**src/rtl/brg_pkg.sv**
```systemverilog
package brg_pkg;
  localparam int unsigned PRE_W_DEF  = 8;
  localparam int unsigned RATE_W_DEF = 8;
endpackage

```
**src/rtl/brg_cfg_latch.sv**
```systemverilog
module brg_cfg_latch #(
  parameter int unsigned PRE_W  = 8,
  parameter int unsigned RATE_W = 8,
  localparam int unsigned HALF_W = PRE_W - 1
) (
  input  logic              clk_i,
  input  logic              rst_ni,
  input  logic              en_i,
  input  logic [PRE_W-1:0]  prescale_i,
  input  logic [RATE_W-1:0] rate_i,
  output logic [HALF_W-1:0] half_o,
  output logic [RATE_W-1:0] rate_o
);
  logic [HALF_W-1:0] half_nxt;
  logic [HALF_W-1:0] half_q;
  logic [RATE_W-1:0] rate_q;

  // bit 0 dropped: half = P/2; zero maps to half of 2
  always_comb begin
    half_nxt = prescale_i[PRE_W-1:1];
    if (half_nxt == '0) half_nxt = HALF_W'(1);
  end

  always_ff @(posedge clk_i or negedge rst_ni) begin
    if (!rst_ni) begin
      half_q <= HALF_W'(1);
      rate_q <= '0;
    end else if (!en_i) begin
      half_q <= half_nxt;
      rate_q <= rate_i;
    end
  end

  assign half_o = half_q;
  assign rate_o = rate_q;
endmodule

```
**src/rtl/brg_prescaler.sv**
```systemverilog
module brg_prescaler #(
  parameter int unsigned CNT_W = 7
) (
  input  logic             clk_i,
  input  logic             rst_ni,
  input  logic             en_i,
  input  logic [CNT_W-1:0] half_i,
  output logic             step_o
);
  logic [CNT_W-1:0] cnt_q;
  logic [CNT_W-1:0] last;
  logic             wrap;

  assign last   = half_i - CNT_W'(1);
  assign wrap   = (cnt_q == last);
  assign step_o = en_i && wrap;

  always_ff @(posedge clk_i or negedge rst_ni) begin
    if (!rst_ni)      cnt_q <= '0;
    else if (!en_i)   cnt_q <= '0;
    else if (wrap)    cnt_q <= '0;
    else              cnt_q <= cnt_q + CNT_W'(1);
  end
endmodule

```
**src/rtl/brg_postdiv.sv**
```systemverilog
module brg_postdiv #(
  parameter int unsigned CNT_W = 8
) (
  input  logic             clk_i,
  input  logic             rst_ni,
  input  logic             en_i,
  input  logic             step_i,
  input  logic [CNT_W-1:0] rate_i,
  output logic             tick_o
);
  logic [CNT_W-1:0] cnt_q;
  logic             wrap;

  assign wrap   = (cnt_q == rate_i);
  assign tick_o = en_i && step_i && wrap;

  always_ff @(posedge clk_i or negedge rst_ni) begin
    if (!rst_ni)      cnt_q <= '0;
    else if (!en_i)   cnt_q <= '0;
    else if (step_i)  cnt_q <= wrap ? '0 : cnt_q + CNT_W'(1);
  end
endmodule

```
**src/rtl/brg_sclk_gen.sv**
```systemverilog
module brg_sclk_gen (
  input  logic clk_i,
  input  logic rst_ni,
  input  logic en_i,
  input  logic cpol_i,
  input  logic tick_i,
  output logic tick_o,
  output logic sclk_o
);
  logic tick_q;
  logic sclk_q;

  always_ff @(posedge clk_i or negedge rst_ni) begin
    if (!rst_ni) begin
      tick_q <= 1'b0;
      sclk_q <= 1'b0;
    end else if (!en_i) begin
      tick_q <= 1'b0;
      sclk_q <= cpol_i;  // idle level captured while disabled
    end else begin
      tick_q <= tick_i;
      sclk_q <= sclk_q ^ tick_i;
    end
  end

  assign tick_o = tick_q;
  assign sclk_o = sclk_q;
endmodule

```
**src/rtl/bit_rate_gen.sv**
```systemverilog
module bit_rate_gen #(
  parameter int unsigned PRE_W  = brg_pkg::PRE_W_DEF,
  parameter int unsigned RATE_W = brg_pkg::RATE_W_DEF,
  localparam int unsigned HALF_W = PRE_W - 1
) (
  input  logic              clk_i,
  input  logic              rst_ni,
  input  logic              en_i,
  input  logic [PRE_W-1:0]  prescale_i,
  input  logic [RATE_W-1:0] rate_i,
  input  logic              cpol_i,
  output logic              edge_tick_o,
  output logic              sclk_o
);
  logic [HALF_W-1:0] half_w;
  logic [RATE_W-1:0] rate_w;
  logic              step_w;
  logic              tick_w;

  brg_cfg_latch #(.PRE_W(PRE_W), .RATE_W(RATE_W)) u_cfg (
    .clk_i      (clk_i),
    .rst_ni     (rst_ni),
    .en_i       (en_i),
    .prescale_i (prescale_i),
    .rate_i     (rate_i),
    .half_o     (half_w),
    .rate_o     (rate_w)
  );

  brg_prescaler #(.CNT_W(HALF_W)) u_pre (
    .clk_i  (clk_i),
    .rst_ni (rst_ni),
    .en_i   (en_i),
    .half_i (half_w),
    .step_o (step_w)
  );

  brg_postdiv #(.CNT_W(RATE_W)) u_post (
    .clk_i  (clk_i),
    .rst_ni (rst_ni),
    .en_i   (en_i),
    .step_i (step_w),
    .rate_i (rate_w),
    .tick_o (tick_w)
  );

  brg_sclk_gen u_sclk (
    .clk_i  (clk_i),
    .rst_ni (rst_ni),
    .en_i   (en_i),
    .cpol_i (cpol_i),
    .tick_i (tick_w),
    .tick_o (edge_tick_o),
    .sclk_o (sclk_o)
  );
endmodule

```
**config.mk**
```make
export PLATFORM = sky130hd
export DESIGN_NAME = bit_rate_gen
export DESIGN_NICKNAME = d
export VERILOG_FILES = /design/src/rtl/brg_pkg.sv /design/src/rtl/brg_cfg_latch.sv /design/src/rtl/brg_prescaler.sv /design/src/rtl/brg_postdiv.sv /design/src/rtl/brg_sclk_gen.sv /design/src/rtl/bit_rate_gen.sv
export SDC_FILE = /design/constraint.sdc
export NUM_CORES = 1
export LEC_CHECK = 0
export ABC_CLOCK_PERIOD_IN_PS = 2990
export BUFFER_PORTS_ARGS = -buffer_cell sky130_fd_sc_hd__buf_2
export CAP_MARGIN = 30
export CORE_ASPECT_RATIO = 0.75
export CORE_MARGIN = 5
export CORE_UTILIZATION = 30
export CTS_CLUSTER_DIAMETER = 150
export DETAILED_ROUTE_END_ITERATION = 8
export GPL_ROUTABILITY_DRIVEN = 0
export PLACE_DENSITY_LB_ADDON = 0.3
export SLEW_MARGIN = 5
export SYNTH_ARGS = -nofsm -noshare
export SYNTH_HDL_FRONTEND = slang
export SYNTH_SLANG_ARGS = --single-unit
```
**constraint.sdc**
```tcl
create_clock -name clk_i -period 2.99 [get_ports clk_i]
set_input_delay 0.1495 -clock clk_i [delete_from_list [all_inputs] [get_ports clk_i]]
set_output_delay 0.1495 -clock clk_i [all_outputs]
set_load 0.01 [all_outputs]
```
==> results of run 1 <==
stage by stage:
stage / instances / total power (uW) / area [um2] / util
2_1_floorplan: 166 / 587 / 1830 / -
3_3_place_gp: 261 / 628 / 2010 / 0.343
3_5_place_dp: 261 / 630 / 2010 / 0.343
4_1_cts: 269 / 945 / 2090 / 0.357
5_1_grt: 269 / 985 / 2090 / 0.357
6_report: 269 / 929 / 2090 / 0.357
path summary, 6_finish.rpt:
| path | slack (ns) | to | cells after the start |
|---|---|---|---|
| setup / recovery | 0.29 | u_post.cnt_q[0] | 8 |
| hold / removal | 0.1 | u_cfg.rate_o[1] | 2 |
| setup reg to reg | 0.29 | u_post.cnt_q[0] | 8 |
| hold reg to reg | 0.53 | u_pre.cnt_q[0] | 1 |
| max in group asynchronous | 2.07 | u_post.cnt_q[3] | 2 |
| min in group asynchronous | 0.46 | u_cfg.rate_o[5] | 2 |
timing repair:
| item | in CTS | in global routing |
|---|---|---|
| hold buffers | 1 | 0 |
| gates resized for setup | 0 | 0 |
| endpoints found under the hold margin | 31 | 0 |
| buffers inserted | 0 | 0 |
per-layer routing:
| metal | global-route usage | up-vias | routed length (um) |
|---|---|---|---|
| li1 | - | 640 | - |
| met1 | 0.162 | 601 | 1910 |
| met2 | 0.122 | 35 | 1370 |
| met3 | 0.0278 | 7 | 220 |
| met4 | 0.0404 | 0 | 53 |
| met5 | 0 | - | 0 |
placed cells by master, fill, tap and decap left out, types with 6 or more instances in the layout:
cell type,count
nor2_2,6
mux2_2,14
or3_1,8
nand2_1,14
buf_2,20
nand3_1,6
xor2_1,11
a21oi_2,6
dfrtp_1,31
xnor2_1,8
state kept, by name, indices dropped and copies added, names as in the netlist:
signal	flops
u_sclk.sclk_o	1
u_post.cnt_q	8
u_pre.cnt_q	7
u_cfg.rate_o	8
u_cfg.half_o	7
u_sclk.tick_o	1
area by class of cell:
cell class / count / area [um2] / share of cell area
clock inverters: 1 / 5.00 / 0.00239
repair buffers: 23 / 125 / 0.0598
multi-input cells: 124 / 972 / 0.464
inverters: 5 / 18.8 / 0.00897
flip-flops and latches: 32 / 802 / 0.383
well taps: 78 / 97.6 / 0.0466
clock buffers: 6 / 72.6 / 0.0347
report_power, final:
group          total (uW)  switching, uW  internal, uW
clock                 307            149           158
combinational         132           62.4          69.1
sequential            490           29.2           461
kinds of logic after synthesis:
kind of cell | Yosys count
simple gates | 64
buf+inv | 10
mux | 14
xor+xnor | 20
flops | 32
fa+ha+maj | 3
compound gates | 23
==> run_results.csv, run 1 <==
group,metric,value,unit
yosys,synth_enable_flop_cells,0,
sta,worst_slew_pin_slew,0.709,ns
sta,whs,0.0996,ns
power_and_ir_drop,power-per-cell-area,444,nW/um2
critical_path,worstSetupPathType,"reg2reg",
sta,finalCritPeriodShare,0.902,
yosys,synthAdderAreaFrac,0.0205,
critical_path,crit_start,"u_cfg.half_o[0]",
sta,fin_crit,2.70,ns
yosys,synth_xor_area_frac,0.103,
yosys,ys_warn_count,0,
finish,nFillCells,600,
floorplan,rows,24,
yosys,synth_cell_type_count,45,
yosys,yosys.area_share.simple,0.208,
detailed_routing,drc,0,
floorplan,die_w,100,um
yosys,ys.flop_type,"dfrtp_1",
finish,syn2layout_area_growth,14.4,%
detailed_routing,postRouteAntennaNets,0,
job,maxCapViolations,0,
detailed_routing,wl,3560,um
clock_network,cts.clk_slew.worst_paths,0.06,ns
power_and_ir_drop,p_leak,0.000852,uW
power_and_ir_drop,vdd_drop_max,0.279,mV
yosys,ys_ff_latch,32,
critical_path,path_cells,"inv_1, ha_1, nor2b_1, or3_1, a311oi_2, nand3_2, or2b_4, o31ai_1",
critical_path,end_kind,"register",
global_routing,grt_pass1_vias,1227,
yosys,synth_top_cells_by_area,"dfrtp_1, mux2_2, xor2_1",
critical_path,critPathTopFamily,"simple AND/OR/NAND/NOR gates",
detailed_routing,num_vias,1283,
detailed_routing,wl_per_cell,13.2,um
yosys,synth_top_area_frac,0.424,
yosys,muxShareOfSynthArea,0.0861,
critical_path,worstPathArrival,2.88,ns
yosys,syn-mean-instance-area,11.0,um2
global_routing,grt_pass1_wl,6280,um
status,outcome,"finished, final reports clean",
floorplan,fp.dieH,77.7,um
sta,hold_violations,0,
global_routing,overflow,0,
yosys,synth_fp_nets,189,
floorplan,io_pins,22,
sta,maxSlewViolCount,0,
critical_path,rr_startpoint,"u_cfg.half_o[0]",
yosys,yosys.cell_count.top_type,"dfrtp_1",
yosys,synth_commonest_cells,"dfrtp_1, mux2_2, nand2_1",
critical_path,path_buf_inv,1,
detailed_routing,viasPerCell,4.77,
yosys,synth_area,1830,um2
yosys,synth.largest_area_cell,"dfrtp_1",
yosys,synth-async-reset-ratio,1.00,
sta,slew_headroom,0.527,
sta,fin_skew,0.00572,ns
critical_path,slowest_delay,0.58,ns
clock_network,clk_latency,0.28,ns
finish,drive_gt1_frac,0.372,
clock_network,clock-root-buffer,"clkbuf_8",
placement,hpwl,2630,um
yosys,synth-seq-area-share,0.438,
clock_network,clockBufferDepth,2,
critical_path,critical-path-slowest-cell,"dfstp_2",
floorplan,start_util,0.313,
sta,finalSetupViolations,0,
clock_network,cts_tree,"built",
finish,nNetsFinal,214,
yosys,synth_compound_area_frac,0.113,
sta,max_freq,371,MHz
hold_path,worst_hold_path_type,"in2reg",
floorplan,dieArea,7780,um2
finish,diodes,0,
critical_path,cp.required,3.18,ns
critical_path,path_max_fanout,10,
placement,place_ws,0.274,ns
detailed_routing,dr.pass1.iters,4,
global_routing,antenna_found_initial,0,
global_routing,grt_max_degree,33,
global_routing,grt_use_total,0.101,
sta,timing.setup.tns,0,ns
critical_path,cp-start-kind,"register",
placement,portBuffers,20,
floorplan,coreArea,5860,um2
sta,rsz0062_at_grt,"no",
hold_path,worstHoldStart,"rate_i[1]",
clock_network,numCtsBuffers,5,
sta,setup_ws,0.293,ns
yosys,synth_top_family_by_area,"simple AND/OR/NAND/NOR gates",
clock_network,cts.sinks,32,
detailed_routing,drt_iter0_drc,65,
clock_network,cts_max_level,2,
yosys,syn_inst,166,
Note: power is estimated with default switching activity, not from simulation.
==> run 2, diff against run 1 <==
- PLACE_DENSITY: default -> 0.55
- PLACE_DENSITY_LB_ADDON: 0.3 -> default
==> run_results.csv, run 2 (same netlist as run 1, synthesis figures left out) <==
group,metric,value,unit
status,outcome,"finished, final reports clean",
floorplan,io_pins,22,
detailed_routing,drc,0,
critical_path,rr_startpoint,"u_cfg.half_o[0]",
floorplan,start_util,0.313,
finish,syn2layout_area_growth,17.0,%
sta,rsz0062_at_grt,"no",
clock_network,clockBufferDepth,2,
critical_path,cp.required,3.19,ns
clock_network,cts_max_level,2,
clock_network,clk_latency,0.28,ns
clock_network,cts.sinks,32,
clock_network,cts_tree,"built",
placement,hpwl,2630,um
global_routing,grt_pass1_vias,1323,
hold_path,worst_hold_path_type,"in2reg",
power_and_ir_drop,vdd_drop_max,0.329,mV
global_routing,overflow,0,
finish,fin_cells,270,
power_and_ir_drop,p_leak,0.000875,uW
detailed_routing,postRouteAntennaNets,0,
critical_path,reg2reg_slack,0.32,ns
sta,timing.setup.tns,0,ns
sta,maxSlewViolCount,0,
floorplan,fp.dieH,77.7,um
critical_path,end_kind,"register",
placement,dpl.cell_count,261,
floorplan,rows,24,
floorplan,coreArea,5860,um2
finish,diodes,0,
finish,final_cell_mix,"dfrtp_1, buf_2, nand2_1, mux2_2, xor2_1",
floorplan,die_w,100,um
sta,worst_slew_pin_slew,0.727,ns
power_and_ir_drop,power-per-cell-area,500,nW/um2
floorplan,dieArea,7780,um2
sta,finalCritPeriodShare,0.892,
global_routing,grt_pass1_wl,6510,um
critical_path,worstSetupPathType,"reg2reg",
sta,max_freq,375,MHz
finish,final_common_cell,"dfrtp_1",
finish,drive_gt1_frac,0.380,
critical_path,crit_start,"u_cfg.half_o[0]",
clock_network,clock-root-buffer,"clkbuf_8",
sta,fin_crit,2.67,ns
detailed_routing,wl_per_cell,13.3,um
critical_path,path_max_fanout,9,
critical_path,slowest_delay,0.58,ns
global_routing,grt_use_total,0.105,
critical_path,timing.rr.end,"u_sclk.sclk_o",
sta,hold_violations,0,
critical_path,critical-path-slowest-cell,"dfstp_2",
global_routing,antenna_found_initial,0,
critical_path,path_cells,"inv_1, ha_1, xnor3_1, and4_1, or4_4, nand3_2, buf_4, o21ai_0, a31oi_1",
detailed_routing,dr.pass1.iters,4,
placement,portBuffers,20,
critical_path,crit_path_end,"u_sclk.sclk_o",
global_routing,grt_max_degree,33,
clock_network,cts_resized,0,
critical_path,worstPathArrival,2.87,ns
sta,fin_skew,0.00404,ns
finish,nNetsFinal,214,
critical_path,cp-start-kind,"register",
detailed_routing,drt_iter0_drc,32,
detailed_routing,viasPerCell,4.70,
critical_path,reg2reg_depth,9,
clock_network,numCtsBuffers,5,
sta,finalSetupViolations,0,
detailed_routing,num_vias,1268,
job,maxCapViolations,0,
clock_network,cts.clk_slew.worst_paths,0.07,ns
sta,slew_headroom,0.515,
detailed_routing,wl,3590,um
==> run 2: changes by cell type in the layout (fill, tap and decap cells not counted), sizes merged <==
cell	change
bufinv	+1
clkbuf	+1
clkinv	-1
==> run 2: area by class of cell <==
cell class,count,area (um2)
clock buffers,7,96.3
clock inverters,1,30.0
fillers,599,3710
inverters,5,18.8
multi-input cells,124,972
flip-flops and latches,32,802
well taps,78,97.6
repair buffers,23,125
==> run 2: worst min path at each step <==
| stage | from | end | slack (ns) | cells past startpoint |
|---|---|---|---|---|
| floorplan | rst_ni | u_cfg.half_o[1] | -0.15 | 0 |
| global placement | rst_ni | u_pre.cnt_q[4] | 0.26 | 1 |
| detailed placement | rst_ni | u_pre.cnt_q[4] | 0.25 | 1 |
| CTS | rate_i[7] | u_cfg.rate_o[7] | 0.09 | 2 |
| global route | rate_i[7] | u_cfg.rate_o[7] | 0.08 | 2 |
| finish | rate_i[3] | u_cfg.rate_o[3] | 0.1 | 2 |
==> run 2: worst max-delay path, delay by kind of cell, from the launching register on <==
kind                       cells  cell delay (ns)
and+or+nand+nor                3             0.82
DFF                            1             0.58
adders and majority gates      1             0.26
AOI/OAI and AO/OA              2             0.27
buffers and inverters          2             0.28
xor gates and xnor gates       1             0.38
==> run 2: timing repair <==
action | 4_1_cts | 5_1_grt
endpoints found under the hold margin | 31 | 0
hold buffers | 1 | 0
setup buffers | 0 | 0
==> run 2: per-stage QoR <==
stage          setup slack, ns  power (uW)  instance area [um2]  hold WS [ns]  utilization
2_1_floorplan            0.649         587                 1830        -0.146            -
3_3_place_gp             0.334         629                 2010         0.259        0.343
3_5_place_dp             0.313         631                 2010         0.253        0.343
4_1_cts                  0.295        1090                 2140        0.0868        0.366
5_1_grt                 0.0977        1130                 2140        0.0811        0.366
6_report                 0.324        1070                 2140        0.0968        0.366
==> run 2: power breakdown <==
group          leakage [uW]  internal, uW  switching [uW]  total, uW
registers          0.000406           461            28.8        489
logic              0.000405          69.2            63.6        133
clock network     0.0000645           294             155        449
total              0.000875           824             248       1070
==> run 2: metal layers <==
| layer | GRT usage | wire (um) | vias up |
|---|---|---|---|
| li1 | - | - | 647 |
| met1 | 0.161 | 2060 | 594 |
| met2 | 0.139 | 1330 | 25 |
| met3 | 0.0314 | 160 | 2 |
| met4 | 0.0323 | 28 | 0 |
| met5 | 0 | 0 | - |
==> run 3, diff against run 2 <==
- ABC_CLOCK_PERIOD_IN_PS: 2990 -> default
- PLACE_DENSITY: 0.55 -> 0.56
- clock period: 2.99 -> 2.34 ns (I/O delays scaled with it)
==> run_results.csv, run 3 (same netlist as run 1, synthesis figures left out) <==
group,metric,value,unit
detailed_routing,drc,0,
critical_path,critical-path-slowest-cell,"or4_4",
critical_path,reg2reg_slack,0.06,ns
critical_path,path_cells,"inv_2, ha_4, xnor3_1, and4_1, or4_4, nand3_4, or2b_4, buf_6, o22ai_2",
job,maxCapViolations,0,
clock_network,clock-root-buffer,"clkbuf_8",
clock_network,clk_latency,0.28,ns
detailed_routing,drt_iter0_drc,65,
global_routing,overflow,0,
sta,max_freq,439,MHz
floorplan,start_util,0.313,
detailed_routing,num_vias,1353,
finish,final_util,0.398,
status,outcome,"finished, final reports clean",
power_and_ir_drop,vdd_drop_max,0.318,mV
hold_path,worst_hold_path_type,"in2reg",
critical_path,rr_startpoint,"u_cfg.half_o[0]",
power_and_ir_drop,p_leak,0.000961,uW
finish,nNetsFinal,231,
finish,fin_cells,287,
floorplan,fp.dieH,77.7,um
critical_path,crit_start,"u_cfg.half_o[0]",
power_and_ir_drop,power-per-cell-area,614,nW/um2
sta,hold_violations,0,
clock_network,clockBufferDepth,2,
critical_path,slowest_delay,0.55,ns
power_and_ir_drop,power,1430,uW
critical_path,cp.required,2.51,ns
placement,portBuffers,20,
floorplan,coreArea,5860,um2
floorplan,rows,24,
detailed_routing,dr.pass1.iters,4,
floorplan,io_pins,22,
sta,fin_crit,2.28,ns
clock_network,cts.sinks,32,
placement,dpl.cell_count,273,
clock_network,cts_tree,"built",
clock_network,cts.clk_slew.worst_paths,0.07,ns
detailed_routing,postRouteAntennaNets,0,
sta,setup_ws,0.0640,ns
critical_path,crit_path_end,"u_post.cnt_q[7]",
clock_network,cts_max_level,2,
sta,fin_skew,0.00674,ns
finish,nFillCells,582,
sta,maxSlewViolCount,0,
global_routing,grt_max_degree,33,
clock_network,numCtsBuffers,5,
critical_path,path_max_fanout,7,
critical_path,reg2reg_depth,9,
detailed_routing,viasPerCell,4.71,
detailed_routing,wl_per_cell,13.8,um
finish,drive_gt1_frac,0.455,
sta,slew_headroom,0.514,
critical_path,timing.rr.end,"u_post.cnt_q[7]",
critical_path,worstSetupPathType,"reg2reg",
floorplan,dieArea,7780,um2
placement,place_ws,-0.112,ns
critical_path,worstPathArrival,2.44,ns
global_routing,antenna_found_initial,0,
global_routing,grt_pass1_wl,6850,um
sta,worst_slew_pin_slew,0.729,ns
sta,finalCritPeriodShare,0.973,
floorplan,die_w,100,um
finish,diodes,0,
placement,hpwl,2840,um
finish,final_cell_mix,"dfrtp_1, buf_2, buf_4, nand2_1, mux2_2",
finish,final_common_cell,"dfrtp_1",
sta,timing.setup.tns,0,ns
critical_path,end_kind,"register",
global_routing,grt_use_total,0.110,
sta,rsz0062_at_grt,"yes",
finish,syn2layout_area_growth,27.3,%
sta,finalSetupViolations,0,
detailed_routing,wl,3950,um
critical_path,cp-start-kind,"register",
global_routing,grt_pass1_vias,1402,
-- run 3: changes by cell type in the layout (fill, tap and decap cells not counted), sizes merged --
cell,before,now
buf,22,38
nand3,7,8
-- run 3: final cells by class --
class,instances,area [um2],area share
multi-input cells,125,1030,0.443
flip-flops and latches,32,802,0.344
repair buffers,39,253,0.108
well taps,78,97.6,0.0419
clock buffers,7,96.3,0.0413
clock inverters,1,30.0,0.0129
inverters,5,18.8,0.00805
-- run 3: how the worst min path moves through the flow --
stage	startpoint	endpoint	slack (ns)	depth (start not counted)
floorplan	rst_ni	u_cfg.half_o[1]	-0.18	0
global placement	rst_ni	u_cfg.rate_o[6]	0.21	1
detailed placement	rst_ni	u_cfg.rate_o[6]	0.22	1
CTS	rate_i[3]	u_cfg.rate_o[3]	0.06	2
global route	rate_i[3]	u_cfg.rate_o[3]	0.05	2
finish	rate_i[6]	u_cfg.rate_o[6]	0.06	2
-- run 3: report_power, final --
part / total, uW / switching [uW] / internal [uW]
registers: 616 / 28.0 / 588
clock network: 583 / 207 / 376
logic: 232 / 109 / 124
total: 1430 / 344 / 1090
-- run 3: timing repair --
item | in CTS | in global routing
resized for setup | 9 | 4
setup endpoints to repair | 15 | 5
pin swaps | 10 | 1
buffers inserted | 6 | 0
hold buffers | 1 | 0
cloned | 1 | 0
hold endpoints to repair | 31 | 0
-- run 3: critical path, delay by kind of cell (launching register included) --
kind	cells	cell delay, ns
AOI/OAI and AO/OA	1	0.05
xor gates and xnor gates	1	0.16
adders and majority gates	1	0.16
buffers and inverters	2	0.16
DFF	1	0.54
and+or+nand+nor	4	1.09
-- run 3: layer usage --
layer  vias up  wire, um  GRT usage
met5         -         0          0
met4         0        46     0.0363
met3         5       249     0.0341
met2        36      1480      0.140
met1       634      2170      0.173
li1        678         -          -
-- run 3: stage by stage --
step           instance area [um2]  hold slack, ns
3_3_place_gp                  2100           0.211
4_1_cts                       2320          0.0556
5_1_grt                       2330          0.0479
3_5_place_dp                  2100           0.219
6_report                      2330          0.0604
2_1_floorplan                 1830          -0.179
